==> config.mk <==
export PLATFORM = sky130hd
export DESIGN_NAME = flash_lock_cui
export DESIGN_NICKNAME = d
export VERILOG_FILES = /design/src/rtl/flk_pkg.sv /design/src/rtl/flk_cmd_dec.sv /design/src/rtl/flk_wsm.sv /design/src/rtl/flk_lock_bank.sv /design/src/rtl/flash_lock_cui.sv
export SDC_FILE = /design/constraint.sdc
export NUM_CORES = 1
export LEC_CHECK = 0
export ABC_AREA = 1
export BUFFER_PORTS_ARGS = -buffer_cell sky130_fd_sc_hd__buf_2
export CORE_UTILIZATION = 55
export DETAILED_ROUTE_END_ITERATION = 12
export PLACE_DENSITY = 0.91
export SYNTH_ARGS = -nofsm -noshare
export SYNTH_HDL_FRONTEND = slang
export SYNTH_SLANG_ARGS = --single-unit
==> constraint.sdc <==
create_clock -name clk_i -period 3.2 [get_ports clk_i]
set_clock_uncertainty 0.15 [all_clocks]
set_input_delay 0 -clock clk_i [delete_from_list [all_inputs] [get_ports clk_i]]
set_output_delay 0 -clock clk_i [all_outputs]
set_load 0.01 [all_outputs]
==> src/rtl/flk_pkg.sv <==
package flk_pkg;
  localparam logic [7:0] CMD_LOCK_SETUP = 8'h60;
  localparam logic [7:0] CFM_SET        = 8'h01;
  localparam logic [7:0] CFM_CLR        = 8'hD0;
  localparam logic [7:0] CMD_CLR_STATUS = 8'h50;
  localparam logic [7:0] CMD_RD_STATUS  = 8'h70;
  localparam logic [7:0] CMD_RD_ARRAY   = 8'hFF;

  typedef enum logic {ST_IDLE, ST_SETUP} dec_state_e;
  typedef enum logic {OP_SET, OP_CLR} lock_op_e;
endpackage

==> src/rtl/flk_cmd_dec.sv <==
module flk_cmd_dec
  import flk_pkg::*;
#(
  parameter int BLK_W = 3
) (
  input  logic             clk_i,
  input  logic             rst_ni,
  input  logic             wr_en_i,
  input  logic [7:0]       wr_data_i,
  input  logic [BLK_W-1:0] wr_blk_i,
  input  logic             busy_i,
  input  logic             suspended_i,
  input  logic             vpen_ok_i,
  output logic             go_set_o,
  output logic             go_clr_o,
  output logic [BLK_W-1:0] go_blk_o,
  output logic             err_seq_o,
  output logic             err_vset_o,
  output logic             err_vclr_o,
  output logic             clr_sr_o,
  output logic             rd_status_o
);
  dec_state_e state_q, state_d;
  logic       rdstat_q, rdstat_d;
  logic       acc;

  assign acc      = wr_en_i & ~busy_i;  // writes while busy are dropped
  assign go_blk_o = wr_blk_i;

  always_comb begin
    state_d    = state_q;
    rdstat_d   = rdstat_q;
    go_set_o   = 1'b0;
    go_clr_o   = 1'b0;
    err_seq_o  = 1'b0;
    err_vset_o = 1'b0;
    err_vclr_o = 1'b0;
    clr_sr_o   = 1'b0;
    if (acc) begin
      if (state_q == ST_IDLE) begin
        case (wr_data_i)
          CMD_LOCK_SETUP: begin
            rdstat_d = 1'b1;
            if (suspended_i) err_seq_o = 1'b1;
            else             state_d   = ST_SETUP;
          end
          CMD_RD_STATUS:  rdstat_d = 1'b1;
          CMD_RD_ARRAY:   rdstat_d = 1'b0;
          CMD_CLR_STATUS: clr_sr_o = 1'b1;
          default: ;
        endcase
      end else begin
        state_d = ST_IDLE;
        if (wr_data_i == CFM_SET) begin
          if (vpen_ok_i) go_set_o   = 1'b1;
          else           err_vset_o = 1'b1;
        end else if (wr_data_i == CFM_CLR) begin
          if (vpen_ok_i) go_clr_o   = 1'b1;
          else           err_vclr_o = 1'b1;
        end else begin
          err_seq_o = 1'b1;
        end
      end
    end
  end

  always_ff @(posedge clk_i or negedge rst_ni) begin
    if (!rst_ni) begin
      state_q  <= ST_IDLE;
      rdstat_q <= 1'b0;
    end else begin
      state_q  <= state_d;
      rdstat_q <= rdstat_d;
    end
  end

  assign rd_status_o = rdstat_q;

  AST_NO_GO_WHILE_BUSY: assert property (@(posedge clk_i) disable iff (!rst_ni)
    busy_i |-> !(go_set_o || go_clr_o || clr_sr_o));
  AST_SETUP_RETURNS: assert property (@(posedge clk_i) disable iff (!rst_ni)
    (state_q == ST_SETUP && wr_en_i && !busy_i) |=> (state_q == ST_IDLE));
endmodule

==> src/rtl/flk_wsm.sv <==
module flk_wsm
  import flk_pkg::*;
#(
  parameter int BLK_W       = 3,
  parameter int BUSY_CYCLES = 8
) (
  input  logic             clk_i,
  input  logic             rst_ni,
  input  logic             go_set_i,
  input  logic             go_clr_i,
  input  logic [BLK_W-1:0] go_blk_i,
  input  logic             err_seq_i,
  input  logic             err_vset_i,
  input  logic             err_vclr_i,
  input  logic             clr_sr_i,
  input  logic             vpen_ok_i,
  input  logic             vcc_ok_i,
  output logic             busy_o,
  output logic             set_done_o,
  output logic             clr_done_o,
  output logic             abort_o,
  output logic [BLK_W-1:0] blk_o,
  output logic [7:0]       status_o
);
  localparam int CNT_W = $clog2(BUSY_CYCLES + 1);
  localparam logic [CNT_W-1:0] CNT_LOAD = CNT_W'(BUSY_CYCLES - 1);

  logic             busy_q;
  logic [CNT_W-1:0] cnt_q;
  lock_op_e         op_q;
  logic [BLK_W-1:0] blk_q;
  logic             sr5_q, sr4_q, sr3_q;
  logic             last;

  assign last       = busy_q && (cnt_q == '0);
  assign abort_o    = busy_q && (op_q == OP_CLR) && (!vpen_ok_i || !vcc_ok_i);
  assign set_done_o = last && (op_q == OP_SET);
  assign clr_done_o = last && (op_q == OP_CLR) && !abort_o;

  always_ff @(posedge clk_i or negedge rst_ni) begin
    if (!rst_ni) begin
      busy_q <= 1'b0;
      cnt_q  <= '0;
      op_q   <= OP_SET;
      blk_q  <= '0;
    end else if (go_set_i || go_clr_i) begin
      busy_q <= 1'b1;
      cnt_q  <= CNT_LOAD;
      op_q   <= go_clr_i ? OP_CLR : OP_SET;
      blk_q  <= go_blk_i;
    end else if (busy_q) begin
      if (abort_o || last) busy_q <= 1'b0;
      else                 cnt_q  <= cnt_q - 1'b1;
    end
  end

  always_ff @(posedge clk_i or negedge rst_ni) begin
    if (!rst_ni) begin
      sr5_q <= 1'b0;
      sr4_q <= 1'b0;
      sr3_q <= 1'b0;
    end else if (clr_sr_i) begin
      sr5_q <= 1'b0;
      sr4_q <= 1'b0;
      sr3_q <= 1'b0;
    end else begin
      if (err_seq_i || err_vclr_i || abort_o) sr5_q <= 1'b1;
      if (err_seq_i || err_vset_i)            sr4_q <= 1'b1;
      if (err_vset_i || err_vclr_i)           sr3_q <= 1'b1;
    end
  end

  assign busy_o   = busy_q;
  assign blk_o    = blk_q;
  assign status_o = {~busy_q, 1'b0, sr5_q, sr4_q, sr3_q, 3'b000};

  AST_START_BUSY: assert property (@(posedge clk_i) disable iff (!rst_ni)
    (go_set_i || go_clr_i) |=> busy_q);
  AST_ERR_CLEARED: assert property (@(posedge clk_i) disable iff (!rst_ni)
    clr_sr_i |=> (status_o[5:3] == 3'b000));
  AST_ABORT_ENDS: assert property (@(posedge clk_i) disable iff (!rst_ni)
    abort_o |=> (!busy_q && status_o[5]));
endmodule

==> src/rtl/flk_lock_bank.sv <==
module flk_lock_bank #(
  parameter int NUM_BLOCKS = 8,
  parameter int BLK_W      = 3
) (
  input  logic                  clk_i,
  input  logic                  rst_ni,
  input  logic                  set_done_i,
  input  logic                  clr_done_i,
  input  logic                  abort_i,
  input  logic [BLK_W-1:0]      blk_i,
  input  logic                  busy_i,
  input  logic                  vpen_ok_i,
  input  logic                  pgm_req_i,
  input  logic [BLK_W-1:0]      pgm_blk_i,
  output logic                  pgm_grant_o,
  output logic [NUM_BLOCKS-1:0] lock_o,
  output logic                  unknown_o
);
  logic [NUM_BLOCKS-1:0] lock_q;
  logic                  unk_q;

  for (genvar g = 0; g < NUM_BLOCKS; g++) begin : g_blk
    always_ff @(posedge clk_i or negedge rst_ni) begin
      if (!rst_ni)                                  lock_q[g] <= 1'b0;
      else if (abort_i)                             lock_q[g] <= 1'b1;  // untrusted: fail safe
      else if (clr_done_i)                          lock_q[g] <= 1'b0;
      else if (set_done_i && blk_i == BLK_W'(g))    lock_q[g] <= 1'b1;
    end
  end

  always_ff @(posedge clk_i or negedge rst_ni) begin
    if (!rst_ni)         unk_q <= 1'b0;
    else if (abort_i)    unk_q <= 1'b1;
    else if (clr_done_i) unk_q <= 1'b0;
  end

  assign pgm_grant_o = pgm_req_i && !lock_q[pgm_blk_i] && vpen_ok_i && !busy_i && !unk_q;
  assign lock_o      = lock_q;
  assign unknown_o   = unk_q;

  AST_NO_STRAY_CLEAR: assert property (@(posedge clk_i) disable iff (!rst_ni)
    !clr_done_i |=> ((lock_q & $past(lock_q)) == $past(lock_q)));
  AST_SET_SINGLE: assert property (@(posedge clk_i) disable iff (!rst_ni)
    (!clr_done_i && !abort_i) |=> ($countones(lock_q ^ $past(lock_q)) <= 1));
  AST_UNK_HOLDS: assert property (@(posedge clk_i) disable iff (!rst_ni)
    (unk_q && !clr_done_i) |=> unk_q);
endmodule

==> src/rtl/flash_lock_cui.sv <==
module flash_lock_cui #(
  parameter int NUM_BLOCKS  = 8,
  parameter int BUSY_CYCLES = 8,
  localparam int BLK_W      = $clog2(NUM_BLOCKS)
) (
  input  logic                  clk_i,
  input  logic                  rst_ni,
  input  logic                  wr_en_i,
  input  logic [7:0]            wr_data_i,
  input  logic [BLK_W-1:0]      wr_blk_i,
  input  logic                  vpen_ok_i,
  input  logic                  vcc_ok_i,
  input  logic                  suspended_i,
  input  logic                  pgm_req_i,
  input  logic [BLK_W-1:0]      pgm_blk_i,
  output logic                  pgm_grant_o,
  output logic                  sts_o,
  output logic [7:0]            status_o,
  output logic                  rd_status_o,
  output logic [NUM_BLOCKS-1:0] lock_o,
  output logic                  unknown_o
);
  logic             busy, go_set, go_clr, err_seq, err_vset, err_vclr, clr_sr;
  logic             set_done, clr_done, abort;
  logic [BLK_W-1:0] go_blk, op_blk;

  flk_cmd_dec #(.BLK_W(BLK_W)) u_dec (
    .clk_i, .rst_ni, .wr_en_i, .wr_data_i, .wr_blk_i,
    .busy_i(busy), .suspended_i, .vpen_ok_i,
    .go_set_o(go_set), .go_clr_o(go_clr), .go_blk_o(go_blk),
    .err_seq_o(err_seq), .err_vset_o(err_vset), .err_vclr_o(err_vclr),
    .clr_sr_o(clr_sr), .rd_status_o
  );

  flk_wsm #(.BLK_W(BLK_W), .BUSY_CYCLES(BUSY_CYCLES)) u_wsm (
    .clk_i, .rst_ni, .go_set_i(go_set), .go_clr_i(go_clr), .go_blk_i(go_blk),
    .err_seq_i(err_seq), .err_vset_i(err_vset), .err_vclr_i(err_vclr),
    .clr_sr_i(clr_sr), .vpen_ok_i, .vcc_ok_i,
    .busy_o(busy), .set_done_o(set_done), .clr_done_o(clr_done),
    .abort_o(abort), .blk_o(op_blk), .status_o
  );

  flk_lock_bank #(.NUM_BLOCKS(NUM_BLOCKS), .BLK_W(BLK_W)) u_bank (
    .clk_i, .rst_ni, .set_done_i(set_done), .clr_done_i(clr_done),
    .abort_i(abort), .blk_i(op_blk), .busy_i(busy), .vpen_ok_i,
    .pgm_req_i, .pgm_blk_i, .pgm_grant_o, .lock_o, .unknown_o
  );

  assign sts_o = ~busy;

  AST_GRANT_NOT_LOCKED: assert property (@(posedge clk_i) disable iff (!rst_ni)
    pgm_grant_o |-> (sts_o && !unknown_o));
endmodule

==> run summary <==
fraction of layout cells with a size suffix above 1: 0.224
CTS tree: done
Worst-Skew Late Latency: 0.31 ns
status: completed
io pins: 41
HP Class: in2async
Worst Path Arrival: 2.82 ns
worst-path cell chain: dlygate4sd3_1 > buf_2 > nand2_1 > dlygate4sd3_1 > nor4_1 > dlygate4sd3_1 > a21oi_1 > dlygate4sd3_1
critical path's largest stage delay: 0.60 ns
antenna violations before repair: 0
Fmax achieved: 0.361 GHz
RSZ-0062 raised after global routing: false
fill cell count: 163
IO Port Bufs: 36
max cap viols: 0
post-synthesis instance area: 0.00138 mm^2
die width: 52.0 um
pwr/cell area: 280 mW/mm^2
GRT Overall Usage: 0.299
global route total overflow: 0
final wirelength: 3560 um
minimum clock period: 2.77 ns
Avg Cell Area, Syn: 7.49 um^2
peak supply drop: 0.000268 V
crit start category: input port
gpl congestion: 0.829
CORE AREA: 0.00228 mm^2
Crit path required time: 3.25 ns
multi-input logic area: 626 um^2
Die ar.: 0.00271 mm^2
final hold slack: 0.0182 ns
met2 usage: 0.515
DR iter-0 viols: 42
TritonCTS buffer count: 3
Most used DFF post-synth: dfrtp_1
Async SR Flop Fraction: 1.00
most frequent CP cell: dlygate4sd3_1
largest net degree at the start of global routing: 24
max reg flops: 8
first-pass GRT wire length: 5660 um
post-CTS resize count: 0
ant diodes: 0
Final HPWL DP: 2210 um
Worst Path Class, Setup: in2reg
Syn Inst Count: 184
Seq/Total Area, Yosys: 0.418
Synth cell types: 27
Die Ht: 52.0 um
Final period util: 0.867
initial core utilization: 0.605
gr busiest metal: met2
YS warnings: 0
Vias: 1,422
r2r setup slk: 0.54 ns
CTS sink count: 23
number of global-route vias before repair: 1,330
Remaining DRCs: 0
Max Slew Vio Count: 0
Finish-stage setup viols: 0
DR WL/cell: 13.2 um
slew margin rel.: 0.662
Detail Route Antenna Nets: 0
LEAKAGE: 0.912 nW
H-tree Lvls: 1
CP max FO: 4
register area: 576 um^2
synth-to-layout area growth: 30.1%
met1 GRT Util: 0.346
clk slew on worst S/H paths: 0.13 ns
final hold violations: 0
met3 Use GR: 0.0380
Worst Max-Slew Pin Slew: 0.508 ns
final net count: 265
First-pass DRT Iterations: 4
Max clock buf depth: 2
vias per inst: 5.29
flops & latches, synth: 23
clock root buffer master: clkbuf_4
FP Rows: 17
setup TNS: 0 ns
EDFF count, synth: 0
CP max-delay cell: dlygate4sd3_1
Critical Path Sink Type: flop
-- where the power goes --
group / total [mW] / switching [mW] / internal (mW)
registers: 0.297 / 0.00252 / 0.295
clock network: 0.135 / 0.0884 / 0.0467
logic: 0.0695 / 0.0384 / 0.0311
total: 0.502 / 0.129 / 0.372
-- through the flow --
stage / cell area (um^2) / std cells / util / worst slack [ns] / power [mW]
finish: 1790 / 269 / 0.787 / 0.426 / 0.502
global route: 1790 / 269 / 0.787 / 0.404 / 0.518
CTS: 1790 / 269 / 0.787 / 0.598 / 0.499
detailed placement: 1540 / 243 / 0.678 / 1.61 / 0.356
global placement: 1540 / 243 / 0.678 / 1.66 / 0.354
floorplan: 1390 / 187 / - / 1.79 / 0.333
-- per-layer routing --
metal  part of all wire  wire length, um  vias to the layer above
met5                  0                0                        -
met4              0.046              165                        0
met3              0.049              175                       15
met2               0.50             1770                       65
met1               0.41             1440                      647
li1                   -                -                      695
-- repair_timing --
action,CTS,global route
hold endpoints to repair,36,0
hold buffers,22,0
buffers inserted,0,0
-- layout make-up --
class	count	share of cell area
Inverter	34	0.0712
Timing Repair Buffer	58	0.223
Multi-Input combinational cell	122	0.349
Clock buffer	3	0.0126
Clock inverter	1	0.00279
Sequential cell	23	0.321
Tap cell	28	0.0196
-- cell usage after synthesis (all sizes together) (2+ instances only) --
master | number | area, um^2
a21oi | 14 | 81.3
buf | 8 | 60.1
dfrtp | 23 | 576
ha | 2 | 25.0
inv | 34 | 128
nand2 | 36 | 140
nand3 | 7 | 50.1
nand4 | 3 | 25.0
nor2 | 20 | 77.6
nor3 | 11 | 55.1
nor4 | 2 | 27.5
o21ai | 16 | 80.1
-- critical path: cells and delay by family --
| family | cells | cell delay (ns) |
|---|---|---|
| buffers and inverters | 5 | 2.38 |
| AND/OR/NAND/NOR | 2 | 0.40 |
| AO/OA/AOI/OAI | 1 | 0.04 |
-- cells in the final DEF (no fill, tap or decap), drive strengths merged, types with 3 or more instances in the layout --
cell type and count:
dfrtp 23, conb 4, clkbuf 3, a21oi 14
nand2 36, nand3 7, dlygate4sd3 22, o21ai 16
nand4 3, nor3 11, inv 34, nor2 20
buf 36
-- worst paths after layout --
| path | start | to | depth (start not counted) |
|---|---|---|---|
| worst max register to register | u_wsm.busy_o | u_dec.rd_status_o | 8 |
| min in group clk_i | wr_data_i[0] | u_wsm.sr4_q | 5 |
| worst min register to register | u_wsm.sr3_q | u_wsm.sr3_q | 2 |
| worst max-delay path | wr_data_i[4] | u_dec.rd_status_o | 8 |
| max in group asynchronous | rst_ni | u_dec.state_q | 2 |
| worst min-delay path | rst_ni | u_bank.unknown_o | 2 |
-- logic make-up after synthesis --
group / Yosys count / share of synthesized area
AO/OA/AOI/OAI: 35 / 0.143
other: 1 / 0.00272
buffers and inverters: 42 / 0.136
flip-flops: 23 / 0.418
AND/OR/NAND/NOR: 81 / 0.282
adder cells (fa/ha/maj): 2 / 0.0182
Power figures use the tool's default switching activity.
